`src/rtl/phy_hs_pkg.sv`:
```
package phy_hs_pkg;

  localparam int FIELD_W  = 16;
  localparam int CTRL_W   = 20;
  localparam int STAT_W   = 17;
  localparam int BIT_CAPA = 16;
  localparam int BIT_CAPD = 17;
  localparam int BIT_WR   = 18;
  localparam int BIT_RD   = 19;
  localparam int BIT_ACK  = 16;

  typedef enum logic [3:0] {
    ST_IDLE,
    ST_ADDR_SET,
    ST_ADDR_CAP,
    ST_ADDR_REL,
    ST_DATA_SET,
    ST_DATA_CAP,
    ST_DATA_REL,
    ST_WR_STB,
    ST_WR_REL,
    ST_RD_STB,
    ST_RD_REL
  } step_t;

endpackage

```
`src/rtl/phy_hs_rst_sync.sv`:
```
module phy_hs_rst_sync (
  input  logic clk,
  input  logic rst_n,
  output logic rst_n_sync
);
  logic [1:0] rs_q;

  always_ff @(posedge clk or negedge rst_n) begin
    if (!rst_n) rs_q <= 2'b00;
    else        rs_q <= {rs_q[0], 1'b1};
  end

  assign rst_n_sync = rs_q[1];
endmodule

```
`src/rtl/phy_hs_sync.sv`:
```
module phy_hs_sync #(
  parameter int STAGES = 2
) (
  input  logic clk,
  input  logic rst_n,
  input  logic d,
  output logic q
);
  logic [STAGES-1:0] sh_q;
  logic [STAGES-1:0] sh_d;

  always_comb sh_d = {sh_q[STAGES-2:0], d};

  always_ff @(posedge clk or negedge rst_n) begin
    if (!rst_n) sh_q <= '0;
    else        sh_q <= sh_d;
  end

  assign q = sh_q[STAGES-1];
endmodule

```
`src/rtl/phy_hs_poll.sv`:
```
module phy_hs_poll #(
  parameter int GAP   = 50,
  parameter int LIMIT = 10
) (
  input  logic clk,
  input  logic rst_n,
  input  logic en,
  input  logic exp_lvl,
  input  logic ack,
  output logic hit,
  output logic expire
);
  localparam int GAP_W = $clog2(GAP + 1);
  localparam int CHK_W = $clog2(LIMIT + 1);

  logic [GAP_W-1:0] gap_q, gap_d;
  logic [CHK_W-1:0] chk_q, chk_d;
  logic at_check, match;

  always_comb begin
    at_check = (gap_q == '0);
    match    = (ack == exp_lvl);
    hit      = en && at_check && match;
    expire   = en && at_check && !match && (chk_q == CHK_W'(LIMIT - 1));
    gap_d    = gap_q;
    chk_d    = chk_q;
    if (!en || hit || expire) begin
      gap_d = '0;
      chk_d = '0;
    end else if (at_check) begin
      gap_d = GAP_W'(GAP - 1);
      chk_d = chk_q + 1'b1;
    end else begin
      gap_d = gap_q - 1'b1;
    end
  end

  always_ff @(posedge clk or negedge rst_n) begin
    if (!rst_n) begin
      gap_q <= '0;
      chk_q <= '0;
    end else begin
      gap_q <= gap_d;
      chk_q <= chk_d;
    end
  end

  // the check counter never passes the allowed number of checks
  a_r6_check_bound: assert property (@(posedge clk) disable iff (!rst_n)
    chk_q < CHK_W'(LIMIT));

  // a wait cannot both succeed and time out
  a_r6_hit_excl: assert property (@(posedge clk) disable iff (!rst_n)
    !(hit && expire));
endmodule

```
`src/rtl/phy_hs_seq.sv`:
```
module phy_hs_seq
  import phy_hs_pkg::*;
(
  input  logic               clk,
  input  logic               rst_n,
  input  logic               req_valid,
  input  logic               req_write,
  input  logic [FIELD_W-1:0] req_addr,
  input  logic [FIELD_W-1:0] req_wdata,
  input  logic [FIELD_W-1:0] stat_data,
  input  logic               hit,
  input  logic               expire,
  output logic               poll_en,
  output logic               poll_exp,
  output logic               req_ready,
  output logic               done,
  output logic               err,
  output logic [FIELD_W-1:0] rdata,
  output logic [CTRL_W-1:0]  ctrl_word
);
  step_t              step_q, step_d;
  logic [FIELD_W-1:0] addr_q, addr_d;
  logic [FIELD_W-1:0] wdat_q, wdat_d;
  logic               wr_q, wr_d;
  logic [FIELD_W-1:0] rdat_q, rdat_d;
  logic [CTRL_W-1:0]  ctrl_q, ctrl_d;
  logic               done_q, done_d;
  logic               err_q, err_d;
  logic               accept, cap_rd;

  function automatic logic [CTRL_W-1:0] ctrl_for(step_t s, logic [FIELD_W-1:0] a,
                                                 logic [FIELD_W-1:0] d);
    logic [CTRL_W-1:0] w;
    w = '0;
    case (s)
      ST_ADDR_SET, ST_ADDR_REL:           w[FIELD_W-1:0] = a;
      ST_ADDR_CAP: begin                  w[FIELD_W-1:0] = a; w[BIT_CAPA] = 1'b1; end
      ST_DATA_SET, ST_DATA_REL, ST_WR_REL: w[FIELD_W-1:0] = d;
      ST_DATA_CAP: begin                  w[FIELD_W-1:0] = d; w[BIT_CAPD] = 1'b1; end
      ST_WR_STB:                          w[BIT_WR] = 1'b1;
      ST_RD_STB:                          w[BIT_RD] = 1'b1;
      default:                            w = '0;
    endcase
    return w;
  endfunction

  always_comb begin
    poll_en  = step_q inside {ST_ADDR_CAP, ST_ADDR_REL, ST_DATA_CAP, ST_DATA_REL,
                              ST_WR_STB, ST_WR_REL, ST_RD_STB, ST_RD_REL};
    poll_exp = step_q inside {ST_ADDR_CAP, ST_DATA_CAP, ST_WR_STB, ST_RD_STB};
    accept   = (step_q == ST_IDLE) && req_valid;
    cap_rd   = (step_q == ST_RD_STB) && hit;
  end

  always_comb begin
    step_d = step_q;
    addr_d = accept ? req_addr  : addr_q;
    wdat_d = accept ? req_wdata : wdat_q;
    wr_d   = accept ? req_write : wr_q;
    rdat_d = cap_rd ? stat_data : rdat_q;
    done_d = 1'b0;
    err_d  = 1'b0;
    case (step_q)
      ST_IDLE:     if (accept) step_d = ST_ADDR_SET;
      ST_ADDR_SET: step_d = ST_ADDR_CAP;
      ST_ADDR_CAP: if (hit) step_d = ST_ADDR_REL;
      ST_ADDR_REL: if (hit) step_d = wr_q ? ST_DATA_SET : ST_RD_STB;
      ST_DATA_SET: step_d = ST_DATA_CAP;
      ST_DATA_CAP: if (hit) step_d = ST_DATA_REL;
      ST_DATA_REL: if (hit) step_d = ST_WR_STB;
      ST_WR_STB:   if (hit) step_d = ST_WR_REL;
      ST_WR_REL:   if (hit) begin step_d = ST_IDLE; done_d = 1'b1; end
      ST_RD_STB:   if (hit) step_d = ST_RD_REL;
      ST_RD_REL:   if (hit) begin step_d = ST_IDLE; done_d = 1'b1; end
      default:     step_d = ST_IDLE;
    endcase
    if (expire) begin
      step_d = ST_IDLE;
      done_d = 1'b1;
      err_d  = 1'b1;
    end
    ctrl_d = ctrl_for(step_d, addr_d, wdat_d);
  end

  always_ff @(posedge clk or negedge rst_n) begin
    if (!rst_n) begin
      step_q <= ST_IDLE;
      ctrl_q <= '0;
      done_q <= 1'b0;
      err_q  <= 1'b0;
    end else begin
      step_q <= step_d;
      ctrl_q <= ctrl_d;
      done_q <= done_d;
      err_q  <= err_d;
    end
  end

  always_ff @(posedge clk or negedge rst_n) begin
    if (!rst_n) begin
      addr_q <= '0;
      wdat_q <= '0;
      wr_q   <= 1'b0;
    end else if (accept) begin
      addr_q <= addr_d;
      wdat_q <= wdat_d;
      wr_q   <= wr_d;
    end
  end

  always_ff @(posedge clk or negedge rst_n) begin
    if (!rst_n)      rdat_q <= '0;
    else if (cap_rd) rdat_q <= rdat_d;
  end

  assign req_ready = (step_q == ST_IDLE);
  assign done      = done_q;
  assign err       = err_q;
  assign rdata     = rdat_q;
  assign ctrl_word = ctrl_q;

  // strobes are mutually exclusive
  a_r1_one_strobe: assert property (@(posedge clk) disable iff (!rst_n)
    $onehot0(ctrl_q[BIT_RD:BIT_CAPA]));

  // the read strobe travels with an empty data field
  a_r5_read_alone: assert property (@(posedge clk) disable iff (!rst_n)
    ctrl_q[BIT_RD] |-> (ctrl_q[FIELD_W-1:0] == '0));

  // read data holds outside the read-strobe step
  a_r5_rdata_hold: assert property (@(posedge clk) disable iff (!rst_n)
    (step_q != ST_RD_STB) |=> $stable(rdat_q));

  // an idle engine drives a quiet control word
  a_r8_idle_quiet: assert property (@(posedge clk) disable iff (!rst_n)
    req_ready |-> (ctrl_q == '0));

  // completion is a single-cycle pulse, and error only comes with it
  a_r9_done_pulse: assert property (@(posedge clk) disable iff (!rst_n)
    done_q |=> !done_q);
  a_r9_err_with_done: assert property (@(posedge clk) disable iff (!rst_n)
    err_q |-> done_q);

  // a completed access leaves the control word cleared
  a_r4_end_zero: assert property (@(posedge clk) disable iff (!rst_n)
    done_q |-> (ctrl_q == '0));
endmodule

```
`src/rtl/phy_hs_engine.sv`:
```
module phy_hs_engine
  import phy_hs_pkg::*;
#(
  parameter int POLL_GAP    = 50,
  parameter int POLL_LIMIT  = 10,
  parameter int SYNC_STAGES = 2
) (
  input  logic               clk,
  input  logic               rst_n,
  input  logic               req_valid,
  input  logic               req_write,
  input  logic [FIELD_W-1:0] req_addr,
  input  logic [FIELD_W-1:0] req_wdata,
  output logic               req_ready,
  output logic               done,
  output logic               err,
  output logic [FIELD_W-1:0] rdata,
  output logic [CTRL_W-1:0]  phy_ctrl,
  input  logic [STAT_W-1:0]  phy_stat
);
  logic rst_n_s;
  logic ack_s;
  logic poll_en, poll_exp, hit, expire;

  phy_hs_rst_sync u_rst (
    .clk        (clk),
    .rst_n      (rst_n),
    .rst_n_sync (rst_n_s)
  );

  phy_hs_sync #(.STAGES(SYNC_STAGES)) u_ack_sync (
    .clk   (clk),
    .rst_n (rst_n_s),
    .d     (phy_stat[BIT_ACK]),
    .q     (ack_s)
  );

  phy_hs_poll #(.GAP(POLL_GAP), .LIMIT(POLL_LIMIT)) u_poll (
    .clk     (clk),
    .rst_n   (rst_n_s),
    .en      (poll_en),
    .exp_lvl (poll_exp),
    .ack     (ack_s),
    .hit     (hit),
    .expire  (expire)
  );

  phy_hs_seq u_seq (
    .clk       (clk),
    .rst_n     (rst_n_s),
    .req_valid (req_valid),
    .req_write (req_write),
    .req_addr  (req_addr),
    .req_wdata (req_wdata),
    .stat_data (phy_stat[FIELD_W-1:0]),
    .hit       (hit),
    .expire    (expire),
    .poll_en   (poll_en),
    .poll_exp  (poll_exp),
    .req_ready (req_ready),
    .done      (done),
    .err       (err),
    .rdata     (rdata),
    .ctrl_word (phy_ctrl)
  );
endmodule

```
`config.mk`:
```
export PLATFORM = sky130hd
export DESIGN_NAME = phy_hs_engine
export DESIGN_NICKNAME = d
export VERILOG_FILES = /design/src/rtl/phy_hs_pkg.sv /design/src/rtl/phy_hs_rst_sync.sv /design/src/rtl/phy_hs_sync.sv /design/src/rtl/phy_hs_poll.sv /design/src/rtl/phy_hs_seq.sv /design/src/rtl/phy_hs_engine.sv
export SDC_FILE = /design/constraint.sdc
export NUM_CORES = 1
export LEC_CHECK = 0
export ABC_AREA = 1
export BUFFER_PORTS_ARGS = -buffer_cell sky130_fd_sc_hd__buf_2
export CORE_MARGIN = 2
export CORE_UTILIZATION = 29
export CTS_CLUSTER_DIAMETER = 60
export DETAILED_ROUTE_END_ITERATION = 12
export PLACE_DENSITY = 0.58
export SLEW_MARGIN = 20
export SYNTH_ARGS = -nofsm -noshare
export SYNTH_HDL_FRONTEND = slang
export SYNTH_SLANG_ARGS = --single-unit
```
`constraint.sdc`:
```
create_clock -name clk -period 7.6 [get_ports clk]
set_input_delay 0.38 -clock clk [delete_from_list [all_inputs] [get_ports clk]]
set_output_delay 0.38 -clock clk [all_outputs]
set_load 0.01 [all_outputs]
```
==> results of run 1 <==
critical path, delay by kind of cell, from the launching register on:
| family | cells | cell delay [ns] |
|---|---|---|
| fa+ha+maj | 1 | 0.19 |
| buf+inv | 1 | 0.09 |
| flops | 1 | 0.38 |
| simple gates | 13 | 1.62 |
power breakdown:
group / switching (W) / internal [W] / total, W
combinational: 0.000498 / 0.000334 / 0.000832
sequential: 0.0000701 / 0.000654 / 0.000725
clock: 0.000171 / 0.000239 / 0.000411
total: 0.000740 / 0.00123 / 0.00197
metrics by stage:
stage	hold WS (ns)	setup slack [ns]	total power (W)	instance area, um2
2_1_floorplan	0.0844	4.94	0.00138	3770
3_3_place_gp	0.164	5.31	0.00155	4410
3_5_place_dp	0.166	5.23	0.00158	4410
4_1_cts	0.132	5.22	0.00200	4700
5_1_grt	0.139	5.02	0.00213	4700
6_report	0.151	5.23	0.00197	4700
Yosys cell counts:
library cell  count  area (um2)
mux2_2           49         552
nor4_1            1        6.26
nand2_2          17         106
nand4_1           1        6.26
nand2_1          57         214
o22ai_1           1        6.26
o21ai_0           2        10.0
o21bai_2          1        11.3
buf_2             5        25.0
nand3b_1          1        7.51
o21ai_1           2        10.0
a31oi_1           1        6.26
nor2_8            1        20.0
conb_1            1        3.75
inv_1            17        63.8
nand2_4           4        45.0
buf_12            1        20.0
nor2_1           19        71.3
xor2_1            3        26.3
nor2_4            3        33.8
a21oi_1           3        15.0
inv_4             3        18.8
o211ai_1          1        7.51
ha_1              3        37.5
nand3_2           2        20.0
or3_1             1        6.26
nand3_1          24         120
o21ai_2           1        8.76
o21bai_1          1        7.51
dfrtp_1          89        2230
inv_2             4        15.0
buf_4             1        7.51
nor2_2            4        25.0
xnor2_1           1        8.76
nor3_1            1        5.00
state kept, by name, indices dropped and copies added, names as in the netlist:
name / count
u_ack_sync.sh_q: 2
u_poll.chk_q: 4
u_poll.gap_q: 6
u_rst.rs_q: 2
u_seq.addr_q: 16
u_seq.ctrl_word: 20
u_seq.done: 1
u_seq.err: 1
u_seq.rdata: 16
u_seq.step_q: 4
u_seq.wdat_q: 16
u_seq.wr_q: 1
layout by cell type (no fill, tap or decap), types with 3 or more instances in the layout:
master     count
buf_2         91
dfrtp_1       88
nand2_1       57
mux2_2        49
nand3_1       24
nor2_1        19
inv_1         17
nand2_2       17
clkbuf_16      9
inv_2          4
nand2_4        4
nor2_2         4
nor2_4         3
inv_4          3
a21oi_1        3
xor2_1         3
ha_1           3
clkbuf_1       3
repair_timing:
action	in CTS	in global routing
hold endpoints to repair	2	0
setup buffers	0	0
setup endpoints to repair	0	0
hold buffers	1	0
worst paths after layout:
check	cells after the start	to	from	slack [ns]
setup / recovery	15	u_seq.ctrl_word[5]	u_poll.gap_q[0]	5.23
hold / removal	1	u_ack_sync.sh_q[0]	phy_stat[16]	0.15
setup reg to reg	15	u_seq.ctrl_word[5]	u_poll.gap_q[0]	5.23
hold reg to reg	0	u_seq.wdat_q[2]	u_rst.rs_q[1]	0.27
max in group asynchronous	1	u_seq.rdata[13]	u_rst.rs_q[1]	6.28
min in group asynchronous	0	u_seq.wdat_q[2]	u_rst.rs_q[1]	0.27
kinds of logic (layout without fill, tap and decap cells):
family | after synthesis | in the layout | share of synthesized area (%)
fa+ha+maj | 3 | 3 | 0.994
simple gates | 136 | 136 | 18.2
flops | 89 | 89 | 59.0
mux | 49 | 49 | 14.6
xor+xnor | 4 | 4 | 0.928
other cells | 1 | 2 | 0.0993
buf+inv | 31 | 134 | 3.98
compound gates | 13 | 13 | 2.19
cell type report:
| type | instances | area [um2] |
|---|---|---|
| clock inverter | 2 | 12.5 |
| timing repair buffer | 94 | 480 |
| clock buffer | 14 | 264 |
| sequential | 89 | 2230 |
| multi-input combinational | 206 | 1400 |
| tap | 172 | 215 |
| inverter | 24 | 97.6 |
| fill | 1288 | 7970 |
| antenna | 1 | 2.50 |
layer usage:
metal	track usage (%)	up-vias
met3	3.88	14
met5	0	-
met4	5.42	2
li1	-	1266
met2	17.7	89
met1	15.7	1217
==> flow_summary_export.csv, run 1 <==
group,metric,value,unit
run_status,outcome,"completed",
routing,drt_first_pass_iters,4,
routing,routed_via_density,4.30,
placement,port_buffers,91,
yosys,synth_cell_types,35,
sta,period_share,31.2,%
floorplanning,io_pins,92,
routing,route.met3.wl,547,um
run,cap_violations,0,
pwr,powerDensity,418,nW/um2
grt,grt_pass1_vias,2588,
grt,grt.overflow.total,0,
clocking,root_buffer,"clkbuf_16",
sta,fin_setup_tns,0,ns
worst_setup_path,setup.worst_path.class,"reg2reg",
sta,setup_violations,0,
routing,ant_nets,0,
finish,area_growth,24.5,%
clocking,clk_latency,0.34,ns
floorplanning,core.rowCount,41,
floorplanning,core_area,12700,um2
sta,hold_viol,0,
floorplanning,die_y,118,um
yosys,syn_nets,382,
finish,drive_gt1_share,45.7,%
routing,drc,0,
yosys,synth_cells,326,
sta,grt_setup_unrepaired,"false",
grt,grt_max_degree,55,
routing,met1Wirelength,3460,um
worst_setup_path,cp-start-kind,"register",
worst_setup_path,arrival,2.60,ns
pwr,p_leak,2.37,nW
sta,finClkSkew,0.00500,ns
worst_setup_path,crit_top_cell,"nand2_1",
clocking,h-tree-depth,3,
routing,route.detailed.wl_per_inst,12.9,um
sta,max_freq,421,MHz
routing,wl,7750,um
yosys,syn_avg_cell_area,11.6,um2
placement,dp_cells,584,
finish,finish.utilization,37.1,%
routing,vias,2588,
yosys,yosys_warnings,0,
clocking,cts.sinks,89,
yosys,ys_ff_latch,89,
sta,tightestPinTransition,0.683,ns
sta,relSlewSlack,54.3,%
worst_setup_path,critPathMaxFanout,16,
clocking,cts_resized,0,
grt,grt_pass1_wl,12900,um
floorplanning,fp.dieW,118,um
worst_setup_path,worst_setup_path_end_kind,"register",
grt,antenna_found_initial,2,
worst_setup_path,slowest_delay,0.38,ns
worst_setup_path,slowest_stage,"dfrtp_1",
routing,routed.top_layer,"met5",
yosys,yosysSeqAreaShare,59.0,%
worst_setup_path,cp_cell_sequence,"inv_1, ha_1, nand2_1, nor2_1, nand2_1, nor2_4, nand3_1, nand2_1, nand3_1, nand2_1, nand2_1, nand2_1, nand2_2, nand3_1, nand2_1",
finish,nets,480,
routing,drt_iter0_markers,82,
clocking,path_clk_slew,0.06,ns
sta,maxSlewViolCount,0,
grt,track_usage,11.9,%
floorplanning,die-area,13900,um2
finish,fin_cells,602,
floorplanning,initial_core_util,29.8,%
clocking,cts_tree,"done",
yosys,synth_area,3770,um2
clocking,ctsLongestPathBuffers,2,
worst_setup_path,crit_required,7.83,ns
placement,dp.final_hpwl,5510,um
placement,gp_congestion,0.811,
routing,dr_wl_met2,3590,um
pwr,ir_worst_vdd,0.000154,V
sta,fin_crit,2.37,ns
hold_path,worst_hold_path_type,"in2reg",
clocking,cts_buffers,9,
Power figures use the tool's default switching activity.
==> inputs of run 2 (changes only) <==
Settings changed: ABC_AREA 1 to 0, PLACE_DENSITY 0.58 to 0.57.
Clock period 7.6 ns to 2.3 ns, I/O delays scaled along.
==> flow_summary_export.csv, run 2 <==
group,metric,value,unit
floorplanning,fp.dieW,125,um
finish,area_growth,39.9,%
finish,finish.utilization,41.2,%
floorplanning,core.rowCount,44,
yosys,syn_avg_cell_area,12.3,um2
grt,grt_pass1_wl,17600,um
pwr,switching_share,22.7,%
clocking,path_clk_slew,0.06,ns
pwr,p_total,0.00340,W
finish,fin_cells,683,
sta,fin_crit,2.20,ns
clocking,cts_tree,"done",
routing,wl,10800,um
placement,port_buffers,91,
routing,drt_first_pass_iters,6,
run,cap_violations,0,
worst_setup_path,cp_cell_sequence,"inv_1, ha_2, and2b_4, and2_4, nand4b_4, a31o_4, buf_4, o2111ai_4, clkbuf_16, o221ai_2",
yosys,synthArstFlopShare,100,%
finish,final_common_cell,"buf_2",
sta,fin_setup_tns,0,ns
worst_setup_path,crit_required,2.52,ns
pwr,ir_worst_vdd,0.000409,V
yosys,synth_area,4230,um2
grt,antenna_found_initial,0,
routing,drt_iter0_markers,120,
yosys,yosys_warnings,0,
floorplanning,die-area,15600,um2
pwr,switchingPower,0.000772,W
routing,ant_nets,0,
worst_setup_path,setup.worst_path.class,"reg2reg",
placement,dp_cells,643,
grt,grt.overflow.total,0,
sta,maxSlewViolCount,0,
pwr,p_leak,2.90,nW
yosys,yosysSeqAreaShare,52.6,%
yosys,ys_ff_latch,89,
clocking,cts.sinks,89,
worst_setup_path,crit_buf_inv,3,
pwr,share_seq_of_total_power,49.1,%
worst_setup_path,cp-start-kind,"register",
sta,finClkSkew,0.00851,ns
sta,hold_viol,0,
finish,largest_register_ffs,20,
sta,max_freq,454,MHz
grt,grt_pass1_vias,3456,
sta,period_share,95.7,%
worst_setup_path,critPathMaxFanout,8,
sta,tightestPinTransition,0.515,ns
grt,grt_max_degree,39,
pwr,clockPowerShare,44.1,%
yosys,synthMostInstantiatedCell,"dfrtp_1",
clocking,root_buffer,"clkbuf_16",
floorplanning,io_pins,92,
worst_setup_path,slowest_delay,0.37,ns
hold_path,worst_hold_path_type,"in2reg",
routing,routed_via_density,4.76,
placement,gp_congestion,0.833,
worst_setup_path,slowest_stage,"dfrtp_1",
finish,drive_gt1_share,48.3,%
worst_setup_path,arrival,2.42,ns
clocking,cts_buffers,9,
yosys,synthTopCellsByCount,"89 x dfrtp_1, 33 x mux2_2, 30 x nand2_1, 24 x inv_1",
pwr,intPower,0.00262,W
yosys,synth_cells,343,
yosys,synth_cell_types,63,
floorplanning,die_y,125,um
sta,setup_violations,0,
yosys,synth_top_area_share,52.6,%
worst_setup_path,worst_setup_path_end_kind,"register",
sta,relSlewSlack,65.6,%
pwr,powerDensity,574,nW/um2
finish,diodes,0,
worst_setup_path,critPathTopFamily,"simple AND/OR/NAND/NOR gates",
routing,drc,0,
yosys,syn_nets,399,
clocking,clk_latency,0.35,ns
yosys,synth.top_cells.by_area,"dfrtp_1 53%, mux2_2 8.8%, mux2i_1 3.8%",
sta,fin_hold_ws,0.0128,ns
finish,final_cell_mix,"91 x buf_2, 87 x dfrtp_1, 41 x buf_4, 33 x mux2_2, 28 x nand2_1",
yosys,ys.flop_type,"dfrtp_1",
yosys,synth_edf_count,0,
routing,vias,3251,
finish,nets,550,
routing,route.detailed.wl_per_inst,15.8,um
floorplanning,core_area,14400,um2
yosys,yosysTopAreaCell,"dfrtp_1",
run_status,outcome,"completed",
clocking,ctsLongestPathBuffers,2,
floorplanning,initial_core_util,29.4,%
pwr,comb_power_share,6.9,%
clocking,h-tree-depth,3,
grt,track_usage,14.2,%
placement,dp.final_hpwl,7480,um
[run 2: cell count changes in the layout (fill, tap and decap cells not counted), sizes merged, moves of 13 or more]
cell / change
buf: +48
dlygate4sd3: +18
o221ai: +18
mux2: -16
o2111ai: +17
mux2i: +16
nand3: -19
nand2: -48
nor2: -13
[run 2: routing by layer]
| layer | vias to the layer above | global-route usage [%] | share of wire (%) |
|---|---|---|---|
| li1 | 1555 | - | - |
| met1 | 1631 | 17.5 | 44 |
| met2 | 54 | 24.2 | 51 |
| met3 | 11 | 3.69 | 3.2 |
| met4 | 0 | 4.96 | 1.7 |
| met5 | - | 0 | 0 |
[run 2: per-stage QoR]
step	cell area, um2	worst slack (ns)
4_1_cts	5730	0.0128
3_3_place_gp	5220	-0.0585
5_1_grt	5920	-0.0699
6_report	5920	0.0994
2_1_floorplan	4230	0.0312
3_5_place_dp	5220	-0.0762
[run 2: power groups by stage]
stage                     clock (W)  sequential, W  combinational, W
after floorplan                   0        0.00171         0.0000793
after global placement            0        0.00169          0.000205
after detailed placement          0        0.00169          0.000210
after CTS                   0.00154        0.00167          0.000235
after global routing        0.00160        0.00167          0.000260
final                       0.00150        0.00167          0.000233
[run 2: what timing repair did]
action                                  4_1_cts  5_1_grt
gates cloned                                  0        2
pin swaps                                     0        8
hold buffers                                 19        0
gates resized for setup                       4       25
setup buffers                                 0        3
endpoints found under the setup margin       17       19
endpoints found under the hold margin        20        0
[run 2: cells by family after synthesis]
family | count (synthesis) | share of synthesized area [%]
DFF | 89 | 52.6
and+or+nand+nor | 84 | 11.8
AOI/OAI and AO/OA | 66 | 15.7
muxes | 49 | 12.6
buffers and inverters | 46 | 5.29
xor gates and xnor gates | 5 | 1.04
adders and majority gates | 3 | 0.887
other | 1 | 0.0886
[run 2: final timing paths]
path / startpoint / end / slack (ns) / cells after the start
setup / recovery: u_poll.gap_q[0] / u_seq.ctrl_word[4] / 0.1 / 10
hold / removal: req_addr[5] / u_seq.addr_q[5] / 0.01 / 3
setup reg to reg: u_poll.gap_q[0] / u_seq.ctrl_word[4] / 0.1 / 10
hold reg to reg: u_rst.rs_q[1] / u_seq.ctrl_word[0] / 0.31 / 0
max in group asynchronous: u_rst.rs_q[1] / u_ack_sync.sh_q[1] / 1.34 / 1
min in group asynchronous: rst_n / u_rst.rs_q[1] / 0.07 / 2
[run 2: area by class of cell]
cell class	count	area, um2
multi-input cells	209	1930
inverters	24	90.1
fillers	1381	8450
well taps	184	230
clock inverters	6	67.6
clock buffers	10	239
repair buffers	161	1130
flip-flops and latches	89	2230
[run 2: worst register-to-register path: cells and delay by family (launching register included)]
family / cells / cell delay [ns]
AOI/OAI and AO/OA: 3 / 0.53
adders and majority gates: 1 / 0.18
buffers and inverters: 3 / 0.43
DFF: 1 / 0.37
and+or+nand+nor: 3 / 0.57
==> inputs of run 3 (changes only) <==
Settings changed: GPL_TIMING_DRIVEN set to 0.
==> flow_summary_export.csv, run 3 (synthesized netlist as in run 2, its figures left out) <==
group,metric,value,unit
run_status,outcome,"completed",
sta,setup_violations,0,
worst_setup_path,cp-start-kind,"register",
worst_setup_path,worstReg2RegStart,"u_poll.gap_q[0]",
worst_setup_path,crit_required,2.56,ns
clocking,ctsLongestPathBuffers,2,
pwr,switching_share,23.5,%
worst_setup_path,worst_setup_path_end_kind,"register",
sta,finClkSkew,0.00924,ns
clocking,cts_buffers,9,
grt,grt_pass1_wl,17300,um
pwr,comb_power_share,7.7,%
pwr,switchingPower,0.000774,W
sta,setup_ws,0.0325,ns
finish,largest_register_ffs,20,
clocking,path_clk_slew,0.07,ns
routing,met1Wirelength,4540,um
grt,antenna_found_initial,0,
floorplanning,die_y,125,um
grt,grt.overflow.total,0,
sta,hold_viol,0,
floorplanning,core.rowCount,44,
worst_setup_path,r2r-end,"u_seq.ctrl_word[8]",
routing,vias,3320,
routing,route.detailed.wl_per_inst,16.0,um
pwr,share_seq_of_total_power,50.4,%
finish,diodes,0,
clocking,cts_tree,"done",
pwr,clockPowerShare,41.9,%
floorplanning,core_area,14400,um2
sta,period_share,98.6,%
hold_path,worst_hold_path_type,"in2reg",
grt,grt_max_degree,57,
worst_setup_path,arrival,2.53,ns
worst_setup_path,setup.worst_path.class,"reg2reg",
routing,drt_iter0_markers,107,
placement,gp_congestion,0.802,
routing,routed_via_density,4.88,
finish,finish.utilization,42.0,%
routing,route.met3.wl,475,um
placement,dp_slack,-0.392,ns
sta,maxSlewViolCount,0,
routing,wl,10900,um
pwr,p_leak,2.86,nW
floorplanning,fp.dieW,125,um
hold_path,holdPathStages,3,
routing,dr_wl_met2,5700,um
placement,dp.final_hpwl,7320,um
routing,routed.top_layer,"met4",
pwr,ir_worst_vdd,0.000407,V
clocking,h-tree-depth,3,
worst_setup_path,critPathMaxFanout,10,
grt,grt_pass1_vias,3412,
sta,grt_setup_unrepaired,"true",
finish,final_cell_mix,"94 x buf_2, 87 x dfrtp_1, 33 x mux2_2, 32 x buf_4, 26 x nand2_1",
sta,max_freq,441,MHz
worst_setup_path,worstRegToRegCells,9,
floorplanning,die-area,15600,um2
worst_setup_path,reg2reg_slack,0.03,ns
worst_setup_path,crit_start,"u_poll.gap_q[0]",
clocking,clk_latency,0.35,ns
run,cap_violations,0,
floorplanning,io_pins,92,
pwr,intPower,0.00252,W
grt,track_usage,14.2,%
placement,port_buffers,91,
routing,drt_first_pass_iters,4,
floorplanning,initial_core_util,29.4,%
finish,area_growth,42.8,%
routing,ant_nets,0,
routing,drc,0,
clocking,root_buffer,"clkbuf_16",
sta,fin_crit,2.27,ns
finish,nets,548,
clocking,cts.sinks,89,
finish,final_common_cell,"buf_2",
pwr,powerDensity,546,nW/um2
hold_path,min_to,"u_seq.addr_q[3]",
finish,drive_gt1_share,53.1,%
hold_path,worstHoldStart,"req_addr[3]",
==> run 3: cell types whose count changed in the layout (fill, tap and decap cells not counted), moves of 5 or more <==
cell	previous run	this run
buf_4	41	32
mux2i_1	16	7
o2111ai_1	14	7
o2111ai_2	2	9
mux2i_2	0	5
==> run 3: worst max path at each step <==
stage / to / slack [ns] / cells after the start
floorplan: u_seq.ctrl_word[0] / 0.03 / 10
global placement: u_seq.ctrl_word[5] / -0.38 / 9
detailed placement: u_seq.ctrl_word[9] / -0.39 / 9
CTS: u_seq.ctrl_word[11] / 0.0006 / 8
global route: u_seq.ctrl_word[11] / -0.04 / 9
finish: u_seq.ctrl_word[8] / 0.03 / 9
==> run 3: what timing repair did <==
item,CTS,global route
setup buffers,11,17
resized for setup,50,42
endpoints found under the setup margin,54,37
pin swaps,9,14
endpoints found under the hold margin,19,0
cloned,2,0
hold buffers,18,0
==> run 3: cell type report <==
cell class | instances | area, um2
fillers | 1326 | 8330
inverters | 24 | 90.1
clock inverters | 6 | 42.5
clock buffers | 10 | 239
plain buffers | 20 | 196
flip-flops and latches | 89 | 2230
repair buffers | 140 | 918
multi-input cells | 208 | 2090
well taps | 184 | 230
==> run 3: per-stage QoR <==
stage               area, um2  cells  total power (W)  TNS [ns]  hold slack, ns
detailed placement       4950    619          0.00190    -10.92         -0.0978
floorplan                4230    343          0.00179         0          -0.181
finish                   6040    681          0.00330         0         0.00579
global placement         4920    618          0.00189     -9.77         -0.0994
CTS                      5730    665          0.00334         0         0.00210
global route             6040    681          0.00344    -0.307         0.00568
==> run 3: worst max-delay path: stages (launching register included) <==
cell,delay (ns)
dfrtp_1,0.39
inv_2,0.08
ha_4,0.14
and2b_4,0.21
and2_4,0.22
nand4b_4,0.16
a31o_4,0.29
a211o_4,0.34
buf_12,0.16
o221ai_2,0.19
==> run 3: per-layer routing <==
layer,vias to the layer above,GRT usage [%]
met5,-,0
met4,0,5.16
met3,13,4.04
met2,87,24.3
met1,1668,17.1
li1,1552,-
==> run 3: power groups by stage <==
stage	clock (W)	combinational, W	sequential [W]
final	0.00138	0.000253	0.00166
after global routing	0.00149	0.000277	0.00167
after floorplan	0	0.0000793	0.00171
after detailed placement	0	0.000213	0.00169
after CTS	0.00144	0.000240	0.00166
after global placement	0	0.000182	0.00170
